==> src/rtl/dmac_pkg.sv <==
package dmac_pkg;

    typedef enum logic [7:0] {
        XS_IDLE = 8'd0,
        XS_ARB  = 8'd1,
        XS_RD   = 8'd2,
        XS_WR   = 8'd3,
        XS_FIN  = 8'd4
    } xfer_state_e;

    localparam logic [6:0] OFS_MAIN = 7'h00;
    localparam logic [6:0] OFS_ACT  = 7'h40;
    localparam logic [6:0] OFS_MEM  = 7'h44;
    localparam logic [6:0] OFS_END  = 7'h48;
    localparam logic [6:0] OFS_DEV  = 7'h4C;
    localparam logic [6:0] OFS_CTL  = 7'h50;
    localparam logic [6:0] OFS_STS  = 7'h54;
    localparam logic [6:0] OFS_IEN  = 7'h58;
    localparam logic [6:0] OFS_FSM  = 7'h5C;

    localparam int CB_RUN   = 0;
    localparam int CB_REQ   = 1;
    localparam int CB_DONE  = 2;
    localparam int CB_BUSY  = 5;
    localparam int CB_M2D   = 8;
    localparam int CB_ID_LO = 9;
    localparam int CB_INCM  = 16;
    localparam int CB_INCD  = 17;
    localparam int CB_LOCK  = 18;
    localparam int CB_SWP   = 19;
    localparam int CB_UN_LO = 20;
    localparam int CB_GO    = 24;
    localparam int CB_ABT   = 25;

    localparam int ST_BERR = 0;
    localparam int ST_OVFL = 1;
    localparam int ST_DONE = 2;
    localparam int ST_TERM = 3;

endpackage

==> src/rtl/dmac_req_sel.sv <==
module dmac_req_sel #(
    parameter int REQ_N = 16,
    parameter int ID_W  = 7
) (
    input  logic [REQ_N-1:0] dev_req,
    input  logic [ID_W-1:0]  sel_id,
    output logic             sel_hit
);
    logic [REQ_N-1:0] match;

    generate
        for (genvar g = 0; g < REQ_N; g++) begin : g_line
            assign match[g] = dev_req[g] && (sel_id == ID_W'(g));
        end
    endgenerate

    assign sel_hit = |match;
endmodule

==> src/rtl/dmac_unit_dec.sv <==
module dmac_unit_dec (
    input  logic [2:0] unit_code,
    input  logic [1:0] lane,
    output logic [2:0] unit_bytes,
    output logic [3:0] lane_be
);
    logic [3:0] mask;

    always_comb begin
        unique case (unit_code)
            3'd2: begin
                unit_bytes = 3'd2;
                mask       = 4'b0011;
            end
            3'd4: begin
                unit_bytes = 3'd4;
                mask       = 4'b1111;
            end
            default: begin
                unit_bytes = 3'd1;
                mask       = 4'b0001;
            end
        endcase
        lane_be = mask << lane;
    end
endmodule

==> src/rtl/dmac_xfer_fsm.sv <==
module dmac_xfer_fsm
    import dmac_pkg::*;
(
    input  logic        clk,
    input  logic        rst_n,
    input  logic        clr,
    input  logic        start,
    input  logic        run_ok,
    input  logic        sw_mode,
    input  logic        req_hit,
    input  logic        abort_req,
    input  logic        at_end,
    input  logic        bus_ack,
    input  logic        bus_err,
    output xfer_state_e state,
    output logic        busy,
    output logic        bus_req,
    output logic        bus_wr,
    output logic        arb_wait,
    output logic        ev_latch,
    output logic        ev_step,
    output logic        ev_done,
    output logic        ev_abort,
    output logic        ev_err,
    output logic        ev_end
);
    xfer_state_e state_q, state_d;

    always_comb begin
        state_d = state_q;
        unique case (state_q)
            XS_IDLE: if (start) state_d = XS_ARB;
            XS_ARB: begin
                if (!run_ok || abort_req) state_d = XS_IDLE;
                else if (at_end)          state_d = XS_FIN;
                else if (sw_mode || req_hit) state_d = XS_RD;
            end
            XS_RD: begin
                if (!run_ok)      state_d = XS_IDLE;
                else if (bus_ack) state_d = bus_err ? XS_IDLE : XS_WR;
            end
            XS_WR: begin
                if (!run_ok)      state_d = XS_IDLE;
                else if (bus_ack) state_d = bus_err ? XS_IDLE : XS_ARB;
            end
            XS_FIN:  state_d = XS_IDLE;
            default: state_d = XS_IDLE;
        endcase
        if (clr) state_d = XS_IDLE;
    end

    always_ff @(posedge clk) begin
        if (!rst_n) state_q <= XS_IDLE;
        else        state_q <= state_d;
    end

    always_comb begin
        state    = state_q;
        busy     = (state_q != XS_IDLE);
        bus_req  = (state_q == XS_RD) || (state_q == XS_WR);
        bus_wr   = (state_q == XS_WR);
        arb_wait = (state_q == XS_ARB) && !sw_mode && !req_hit;
        ev_latch = (state_q == XS_RD) && run_ok && bus_ack && !bus_err && !clr;
        ev_step  = (state_q == XS_WR) && run_ok && bus_ack && !bus_err && !clr;
        ev_err   = bus_req && run_ok && bus_ack && bus_err && !clr;
        ev_abort = (state_q == XS_ARB) && run_ok && abort_req && !clr;
        ev_done  = (state_q == XS_FIN) && !clr;
        ev_end   = busy && (state_d == XS_IDLE);
    end
endmodule

==> src/rtl/dmac_chan_engine.sv <==
module dmac_chan_engine
    import dmac_pkg::*;
#(
    parameter int AW    = 32,
    parameter int REQ_N = 16
) (
    input  logic             clk,
    input  logic             rst_n,
    input  logic [6:0]       reg_addr,
    input  logic             reg_we,
    input  logic [31:0]      reg_wdata,
    output logic [31:0]      reg_rdata,
    output logic             m_req,
    output logic             m_we,
    output logic [AW-1:0]    m_addr,
    output logic [3:0]       m_be,
    output logic [31:0]      m_wdata,
    input  logic [31:0]      m_rdata,
    input  logic             m_ack,
    input  logic             m_err,
    input  logic [REQ_N-1:0] dev_req,
    output logic             irq
);
    localparam int ID_W = 7;

    logic            glb_en, act_q;
    logic [AW-1:0]   mem_addr_q, mem_end_q, dev_addr_q;
    logic            run_q, go_q, abort_q, m2d_q, incm_q, incd_q, lock_q, swp_q, done_q;
    logic [ID_W-1:0] id_q;
    logic [2:0]      unit_q;
    logic [3:0]      sts_q, sts_d, ien_q;
    logic [31:0]     data_q;

    xfer_state_e st;
    logic busy, bus_req, bus_wr, arb_wait;
    logic ev_latch, ev_step, ev_done, ev_abort, ev_err, ev_end;
    logic req_hit, start, run_ok, at_end, srst;
    logic wr_main, wr_act, wr_mem, wr_end, wr_dev, wr_ctl, wr_sts, wr_ien;
    logic [AW-1:0] src_a, dst_a;
    logic [2:0]    unit_bytes;
    logic [AW-1:0] step;
    logic          unused_ok;

    assign wr_main = reg_we && (reg_addr == OFS_MAIN);
    assign wr_act  = reg_we && (reg_addr == OFS_ACT);
    assign wr_mem  = reg_we && (reg_addr == OFS_MEM);
    assign wr_end  = reg_we && (reg_addr == OFS_END);
    assign wr_dev  = reg_we && (reg_addr == OFS_DEV);
    assign wr_ctl  = reg_we && (reg_addr == OFS_CTL);
    assign wr_sts  = reg_we && (reg_addr == OFS_STS);
    assign wr_ien  = reg_we && (reg_addr == OFS_IEN);
    assign srst    = wr_main && reg_wdata[1];

    assign run_ok = act_q && glb_en;
    assign start  = !busy && run_ok && !srst && (swp_q ? go_q : run_q);
    assign at_end = (mem_addr_q == mem_end_q);
    assign src_a  = m2d_q ? mem_addr_q : dev_addr_q;
    assign dst_a  = m2d_q ? dev_addr_q : mem_addr_q;
    assign step   = AW'(unit_bytes);

    dmac_req_sel #(.REQ_N(REQ_N), .ID_W(ID_W)) u_rsel (
        .dev_req (dev_req),
        .sel_id  (id_q),
        .sel_hit (req_hit)
    );

    dmac_unit_dec u_unit (
        .unit_code  (unit_q),
        .lane       (m_addr[1:0]),
        .unit_bytes (unit_bytes),
        .lane_be    (m_be_raw)
    );

    logic [3:0] m_be_raw;

    dmac_xfer_fsm u_fsm (
        .clk       (clk),
        .rst_n     (rst_n),
        .clr       (srst),
        .start     (start),
        .run_ok    (run_ok),
        .sw_mode   (swp_q),
        .req_hit   (req_hit),
        .abort_req (abort_q),
        .at_end    (at_end),
        .bus_ack   (m_ack),
        .bus_err   (m_err),
        .state     (st),
        .busy      (busy),
        .bus_req   (bus_req),
        .bus_wr    (bus_wr),
        .arb_wait  (arb_wait),
        .ev_latch  (ev_latch),
        .ev_step   (ev_step),
        .ev_done   (ev_done),
        .ev_abort  (ev_abort),
        .ev_err    (ev_err),
        .ev_end    (ev_end)
    );

    assign m_req   = bus_req;
    assign m_we    = bus_wr;
    assign m_addr  = bus_wr ? dst_a : src_a;
    assign m_be    = bus_req ? m_be_raw : 4'b0000;
    assign m_wdata = data_q << {dst_a[1:0], 3'b000};
    assign irq     = |(sts_q & ien_q);

    always_comb begin
        sts_d = sts_q;
        if (wr_sts) sts_d = sts_q & ~reg_wdata[3:0];
        if (ev_err)   sts_d[ST_BERR] = 1'b1;
        if (ev_done)  sts_d[ST_DONE] = 1'b1;
        if (ev_abort) sts_d[ST_TERM] = 1'b1;
    end

    always_ff @(posedge clk) begin
        if (!rst_n) begin
            glb_en <= 1'b0;  act_q <= 1'b0;
            mem_addr_q <= '0; mem_end_q <= '0; dev_addr_q <= '0;
            run_q <= 1'b0; go_q <= 1'b0; abort_q <= 1'b0; m2d_q <= 1'b0;
            incm_q <= 1'b0; incd_q <= 1'b0; lock_q <= 1'b0; swp_q <= 1'b0;
            done_q <= 1'b0; id_q <= '0; unit_q <= '0;
            sts_q <= '0; ien_q <= '0; data_q <= '0;
        end else begin
            if (wr_main) glb_en <= reg_wdata[0];
            if (srst) begin
                act_q <= 1'b0;
                mem_addr_q <= '0; mem_end_q <= '0; dev_addr_q <= '0;
                run_q <= 1'b0; go_q <= 1'b0; abort_q <= 1'b0; m2d_q <= 1'b0;
                incm_q <= 1'b0; incd_q <= 1'b0; lock_q <= 1'b0; swp_q <= 1'b0;
                done_q <= 1'b0; id_q <= '0; unit_q <= '0;
                sts_q <= '0; ien_q <= '0; data_q <= '0;
            end else begin
                if (wr_act) act_q <= reg_wdata[0];
                if (wr_mem && !busy)            mem_addr_q <= AW'(reg_wdata);
                else if (ev_step && incm_q)     mem_addr_q <= mem_addr_q + step;
                if (wr_dev && !busy)            dev_addr_q <= AW'(reg_wdata);
                else if (ev_step && incd_q)     dev_addr_q <= dev_addr_q + step;
                if (wr_end && !busy)            mem_end_q  <= AW'(reg_wdata);
                if (wr_ctl) begin
                    if (!busy) begin
                        run_q   <= reg_wdata[CB_RUN];
                        m2d_q   <= reg_wdata[CB_M2D];
                        id_q    <= reg_wdata[CB_ID_LO +: ID_W];
                        incm_q  <= reg_wdata[CB_INCM];
                        incd_q  <= reg_wdata[CB_INCD];
                        lock_q  <= reg_wdata[CB_LOCK];
                        swp_q   <= reg_wdata[CB_SWP];
                        unit_q  <= reg_wdata[CB_UN_LO +: 3];
                        go_q    <= reg_wdata[CB_GO];
                        abort_q <= reg_wdata[CB_ABT];
                    end else begin
                        abort_q <= abort_q | reg_wdata[CB_ABT];
                    end
                end
                if (ev_end) begin
                    run_q <= 1'b0; go_q <= 1'b0; abort_q <= 1'b0;
                end
                if (start)   done_q <= 1'b0;
                if (ev_done) done_q <= 1'b1;
                sts_q <= sts_d;
                if (wr_ien) ien_q <= reg_wdata[3:0];
                if (ev_latch) data_q <= m_rdata >> {src_a[1:0], 3'b000};
            end
        end
    end

    always_comb begin
        reg_rdata = '0;
        unique case (reg_addr)
            OFS_MAIN: reg_rdata[0] = glb_en;
            OFS_ACT:  reg_rdata[0] = act_q;
            OFS_MEM:  reg_rdata = 32'(mem_addr_q);
            OFS_END:  reg_rdata = 32'(mem_end_q);
            OFS_DEV:  reg_rdata = 32'(dev_addr_q);
            OFS_CTL: begin
                reg_rdata[CB_RUN]            = run_q;
                reg_rdata[CB_REQ]            = req_hit;
                reg_rdata[CB_DONE]           = done_q;
                reg_rdata[CB_BUSY]           = busy;
                reg_rdata[CB_M2D]            = m2d_q;
                reg_rdata[CB_ID_LO +: ID_W]  = id_q;
                reg_rdata[CB_INCM]           = incm_q;
                reg_rdata[CB_INCD]           = incd_q;
                reg_rdata[CB_LOCK]           = lock_q;
                reg_rdata[CB_SWP]            = swp_q;
                reg_rdata[CB_UN_LO +: 3]     = unit_q;
                reg_rdata[CB_GO]             = go_q;
                reg_rdata[CB_ABT]            = abort_q;
            end
            OFS_STS:  reg_rdata[3:0] = sts_q;
            OFS_IEN:  reg_rdata[3:0] = ien_q;
            OFS_FSM: begin
                reg_rdata[15:8] = st;
                reg_rdata[0]    = arb_wait;
            end
            default:  reg_rdata = '0;
        endcase
    end

    assign unused_ok = ^{reg_wdata[31:26], reg_wdata[23], reg_wdata[7:4]};
endmodule

==> config.mk <==
export PLATFORM = sky130hd
export DESIGN_NAME = dmac_chan_engine
export DESIGN_NICKNAME = d
export VERILOG_FILES = /design/src/rtl/dmac_pkg.sv /design/src/rtl/dmac_req_sel.sv /design/src/rtl/dmac_unit_dec.sv /design/src/rtl/dmac_xfer_fsm.sv /design/src/rtl/dmac_chan_engine.sv
export SDC_FILE = /design/constraint.sdc
export NUM_CORES = 1
export LEC_CHECK = 0
export ABC_AREA = 1
export BUFFER_PORTS_ARGS = -buffer_cell sky130_fd_sc_hd__buf_2
export CORE_MARGIN = 2
export CORE_UTILIZATION = 35
export DETAILED_ROUTE_END_ITERATION = 12
export PLACE_DENSITY_LB_ADDON = 0.25
export SETUP_SLACK_MARGIN = 0.5
export SLEW_MARGIN = 20
export SYNTH_ARGS = -nofsm -noshare
export SYNTH_HDL_FRONTEND = slang
export SYNTH_SLANG_ARGS = --single-unit
==> constraint.sdc <==
create_clock -name clk -period 8.61 [get_ports clk]
set_clock_uncertainty 0.15 [all_clocks]
set_input_delay 2.583 -clock clk [delete_from_list [all_inputs] [get_ports clk]]
set_output_delay 2.583 -clock clk [all_outputs]
set_load 0.005 [all_outputs]
==> impl_metrics.py, run 1 <==
metrics = {
    "timing": {
        "slew_headroom_pct": 33.2,
        "final_max_slew_viol_count": 0,
        "min_period_ns": 7.44,
        "worst-slew-pin-transition_ns": 1.00,
        "setup-tns-final_ns": 0,
        "hold_viol": 0,
        "hold_slack_ns": 0.321,
        "post-route-period-util_pct": 86.4,
        "max_freq_ghz": 0.134,
        "setup_viol_count_final": 0,
        "rsz0062_at_grt": "no",
    },
    "floorplan": {
        "initial_core_util_pct": 35.6,
        "core_um2": 31600,
        "row_count": 65,
        "die_area_um2": 33500,
        "die_h_um": 183,
        "die_x_um": 183,
        "io_pins": 195,
    },
    "place": {
        "hpwl_mm": 32.8,
        "gp_congestion": 0.973,
        "portBuffers": 194,
    },
    "clock_tree": {
        "cts_tree": "done",
        "clk_path_buf_depth": 2,
        "cts.repair.resized": 0,
        "cts.clk_slew.worst_paths_ns": 0.07,
        "ctsHtreeMaxLevel": 4,
        "clock_sinks": 165,
        "cts_buffers": 17,
        "clock_latency_ns": 0.44,
        "ctsHoldBuffers": 0,
        "postCtsSetupRepairBufs": 0,
        "root_buffer": "clkbuf_16",
    },
    "setup_path": {
        "critPathTopFamily": "buffers and inverters",
        "worst-path-buf-inv": 5,
        "crit_type": "input pin to primary output",
        "max_stage_delay_ns": 0.44,
        "cp.arrival_ns": 4.71,
        "cp_cell_sequence": "buf_2, inv_1, nand2_1, nor2_1, nand2_1, nor2_2, buf_4, inv_1, o22ai_1, a211oi_1, o21ai_0, buf_2",
        "cp.required_ns": 5.88,
        "endpoint_kind": "primary output",
        "start_kind": "input pin",
        "critical_path_peak_fanout": 22,
        "slowest_stage": "inv_1",
    },
    "yosys": {
        "syn_area_per_cell_um2": 6.41,
        "synth_cell_types": 54,
        "synthArstFlopShare_pct": 0,
        "post_synth_main_area_contributors": "dfxtp_1, nand2_1, inv_1",
        "ys_seq_area_share_pct": 29.4,
        "ys_top_cells_by_count": "nand2_1, inv_1, nor2_1, dfxtp_1, o21ai_0",
        "yosys.area.top_type_share_pct": 29.4,
        "synth_edf_count": 0,
        "yosysTopAreaCell": "dfxtp_1",
        "synth_cells": 1751,
        "yosysMostFrequentCell": "nand2_1",
        "syn-cell-area_um2": 11200,
        "yosysWarnings": 0,
        "ys.flop_type": "dfxtp_1",
        "synth_seq_cells": 165,
    },
    "run_status": {
        "outcome": "completed",
    },
    "routing": {
        "wl_met3_mm": 3.69,
        "wl_met2_mm": 19.1,
        "routed_wl_mm": 43.9,
        "vias_per_cell": 5.41,
        "ant_nets": 0,
        "drc": 0,
        "wl_per_cell_um": 19.0,
        "top_layer_used": "met5",
        "via_count": 12500,
        "drtIter0Drc": 1344,
        "wl_met1_mm": 19.2,
        "first_pass_iters": 5,
    },
    "grt": {
        "grt_use_total_pct": 26.1,
        "grt-ovfl-total": 0,
        "grt_max_degree": 79,
        "grt_pass1_wl_mm": 67.2,
        "first_global_vias": 11700,
        "grt_antenna_before_repair": 3,
    },
    "final_layout": {
        "syn2layout_area_growth_pct": 16.3,
        "drive_gt1_share_pct": 16.6,
        "nNetsFinal": 1991,
    },
    "hold_path": {
        "min_path_type": "register to register",
    },
    "pwr": {
        "vdd_drop_max_mv": 0.131,
        "p_leak_nw": 5.55,
        "p_per_area_nw_per_um2": 124,
    },
    "run": {
        "cap_violations": 0,
    },
}
==> state kept, by name, summed over array words and instances, names as in the netlist, 3 cells and up <==
| signal | count |
|---|---|
| unit_q | 3 |
| dev_addr_q | 32 |
| ien_q | 4 |
| data_q | 32 |
| id_q | 7 |
| mem_addr_q | 32 |
| u_fsm.state | 8 |
| sts_q | 4 |
| mem_end_q | 32 |
==> routing by layer <==
metal  global-route usage, %  up-vias
met5                       0        -
met4                    12.9        6
met3                    5.14      107
met2                    39.3      557
met1                    35.5     5744
li1                        -     6061
==> layout make-up <==
class	count	area, µm²
Clock inverter	15	163
Timing Repair Buffer	215	1130
Fill cell	3428	18500
Multi-Input combinational cell	1274	6710
Inverter	218	822
Sequential cell	165	3300
Clock buffer	17	425
Tap cell	402	503
Antenna cell	1	2.50
==> report_power, final <==
group | total (mW) | internal, mW | leakage [nW] | switching [mW]
sequential | 0.764 | 0.764 | 1.33 | 0.000624
combinational | 0.0803 | 0.0258 | 3.93 | 0.0545
clock | 0.778 | 0.389 | 0.285 | 0.389
==> path summary, 6_finish.rpt <==
check	slack (ns)	from	to	depth (start not counted)
max reg2reg	4.87	unit_q[1]	dev_addr_q[22]	20
min	0.32	done_q	done_q	2
max	1.17	reg_addr[0]	reg_rdata[1]	12
min reg2reg	0.32	done_q	done_q	2
==> cells by family after synthesis <==
logic type,Yosys count,synth area share [%]
XOR/XNOR,79,6.16
AO/OA/AOI/OAI,388,22.0
adder cells (fa/ha/maj),8,1.03
flip-flops,165,29.4
AND/OR/NAND/NOR,793,29.9
buffers and inverters,316,11.3
multiplexers,1,0.100
other,1,0.0334
==> tightest hold or removal path: stages, from the launching register on <==
cell	delay [ns]
dfxtp_1	0.32
nand2_1	0.06
a21oi_1	0.05
==> placed cells by master (no fill, tap or decap), drive strengths merged, types with 21 or more instances in the layout <==
cell / netlist / routed
nor2: 185 / 185
a211oi: 32 / 32
nand3: 57 / 57
a21oi: 41 / 41
o21ai: 152 / 152
nor3: 54 / 54
inv: 217 / 224
a31oi: 48 / 48
nand2: 456 / 456
or2: 21 / 21
buf: 41 / 215
o22ai: 28 / 28
xnor2: 29 / 29
dfxtp: 165 / 165
xor2: 50 / 50
o221ai: 28 / 28
==> stage by stage <==
stage	setup slack [ns]	instance area [µm²]	cells	util, %	power (mW)
after floorplan	2.11	11200	1755	-	0.816
after global placement	1.25	12500	2274	39.5	0.862
after detailed placement	1.20	12500	2274	39.5	0.861
after CTS	1.19	13100	2306	41.4	1.63
after global routing	1.02	13100	2306	41.4	1.67
final	1.17	13100	2307	41.4	1.62
No activity file was read; power rests on OpenSTA's default activity.
==> inputs of run 2 (changes only) <==
==> constraint.sdc (replaced) <==
create_clock -name clk -period 8.61 [get_ports clk]
set_clock_uncertainty 0.15 [all_clocks]
set_input_delay 0.861 -clock clk [delete_from_list [all_inputs] [get_ports clk]]
set_output_delay 0.861 -clock clk [all_outputs]
set_load 0.005 [all_outputs]
==> run 2 against run 1 <==
Final cell count fell by 0.22%. Worst setup slack improved by 3.0 ns. Sequential power about the same. Clock power fell by 4.0%. Count of clock-buffer cells in the layout is the same. Global-route usage shrank 0.24 points. Critical path type unchanged. Highest routed layer unchanged.
==> impl_metrics.py, run 2 (synthesis results as in run 1) <==
metrics = {
    "clock_tree": {
        "cts_tree": "done",
        "root_buffer": "clkbuf_16",
        "clock_sinks": 165,
        "cts.repair.resized": 0,
        "cts_buffers": 17,
        "ctsHtreeMaxLevel": 4,
        "cts.clk_slew.worst_paths_ns": 0.07,
        "postCtsSetupRepairBufs": 0,
        "clock_latency_ns": 0.46,
        "clk_path_buf_depth": 2,
        "ctsHoldBuffers": 0,
    },
    "grt": {
        "grt-ovfl-total": 0,
        "grt_max_degree": 71,
        "grt_antenna_before_repair": 3,
        "first_global_vias": 11600,
        "grt_use_total_pct": 25.8,
        "grt_pass1_wl_mm": 66.8,
    },
    "final_layout": {
        "nNetsFinal": 1986,
        "utilization_pct": 41.1,
        "layout_commonest_cell": "nand2_1",
        "syn2layout_area_growth_pct": 15.6,
        "layout_common_cells": "nand2_1, inv_1, buf_2, nor2_1, dfxtp_1",
        "drive_gt1_share_pct": 16.4,
    },
    "floorplan": {
        "die_h_um": 183,
        "initial_core_util_pct": 35.6,
        "core_um2": 31600,
        "io_pins": 195,
        "die_area_um2": 33500,
        "row_count": 65,
        "die_x_um": 183,
    },
    "setup_path": {
        "cp.arrival_ns": 3.40,
        "cp.required_ns": 7.60,
        "endpoint_kind": "primary output",
        "start_kind": "input pin",
        "r2r-start": "unit_q[1]",
        "critical_path_peak_fanout": 22,
        "crit_type": "input pin to primary output",
        "crit_start": "reg_addr[0]",
    },
    "routing": {
        "drtIter0Drc": 1264,
        "vias_per_cell": 5.38,
        "first_pass_iters": 6,
        "wl_per_cell_um": 18.9,
        "drc": 0,
        "ant_nets": 0,
        "via_count": 12400,
        "routed_wl_mm": 43.4,
    },
    "hold_path": {
        "min_from": "done_q",
        "min_path_type": "register to register",
    },
    "timing": {
        "rsz0062_at_grt": "no",
        "min_period_ns": 4.41,
        "final_max_slew_viol_count": 0,
        "setup_viol_count_final": 0,
        "post-route-period-util_pct": 51.2,
        "max_freq_ghz": 0.227,
        "slew_headroom_pct": 30.7,
        "setup-tns-final_ns": 0,
        "worst-slew-pin-transition_ns": 1.04,
        "hold_viol": 0,
    },
    "place": {
        "portBuffers": 194,
        "hpwl_mm": 32.4,
        "gp_congestion": 0.962,
    },
    "run_status": {
        "outcome": "completed",
    },
    "pwr": {
        "vdd_drop_max_mv": 0.116,
        "p_per_area_nw_per_um2": 123,
        "p_leak_nw": 5.50,
    },
    "run": {
        "cap_violations": 0,
    },
}
==> run 2: changes by cell type in the layout (fill, tap and decap cells not counted), sizes merged <==
cell / before / now
buf: 215 / 210
inv: 224 / 223
clkinv: 8 / 6
clkinvlp: 1 / 4
==> run 2: where the power goes <==
part | switching, mW | internal (mW)
clock | 0.372 | 0.375
combinational | 0.0555 | 0.0258
sequential | 0.000589 | 0.764
total | 0.428 | 1.17
==> run 2: per-layer routing <==
layer,track usage (%),share of wire [%],vias up,wire length (µm)
li1,-,-,6060,-
met1,33.8,43,5690,18600
met2,40.8,45,546,19400
met3,5.76,8.6,86,3740
met4,11.3,3.9,4,1710
met5,0,0.051,-,22
==> run 2: worst paths after layout <==
| path | cells after the start | to | slack [ns] |
|---|---|---|---|
| setup / recovery | 12 | reg_rdata[1] | 4.20 |
| hold / removal | 2 | done_q | 0.31 |
| setup reg to reg | 20 | mem_addr_q[28] | 4.86 |
| hold reg to reg | 2 | done_q | 0.31 |
==> run 2: final cells by class <==
cell class,count,area (µm²)
Timing Repair Buffer,210,1090
Clock inverter,15,121
Fill cell,3491,18600
Clock buffer,17,425
Antenna cell,1,2.50
Sequential cell,165,3300
Inverter,218,822
Multi-Input combinational cell,1274,6710
Tap cell,402,503
==> run 2: worst max-delay path, cell delays in order <==
cell	delay (ns)
buf_2	0.07
inv_1	0.03
nand2_1	0.16
nor2_1	0.08
nand2_1	0.13
nor2_2	0.04
buf_4	0.24
inv_1	0.80
o22ai_1	0.17
a211oi_1	0.35
o21ai_0	0.26
buf_2	0.19
==> run 2: through the flow <==
step                      cells  worst slack, ns  hold WS (ns)  instance area [µm²]  total power, mW
final                      2302             4.20         0.313                13000             1.59
after global routing       2301             4.01         0.338                13000             1.64
after CTS                  2301             4.30         0.317                13000             1.60
after global placement     2269             4.33         0.303                12400            0.862
after floorplan            1755             5.56         0.281                11200            0.816
after detailed placement   2269             4.30         0.306                12400            0.862
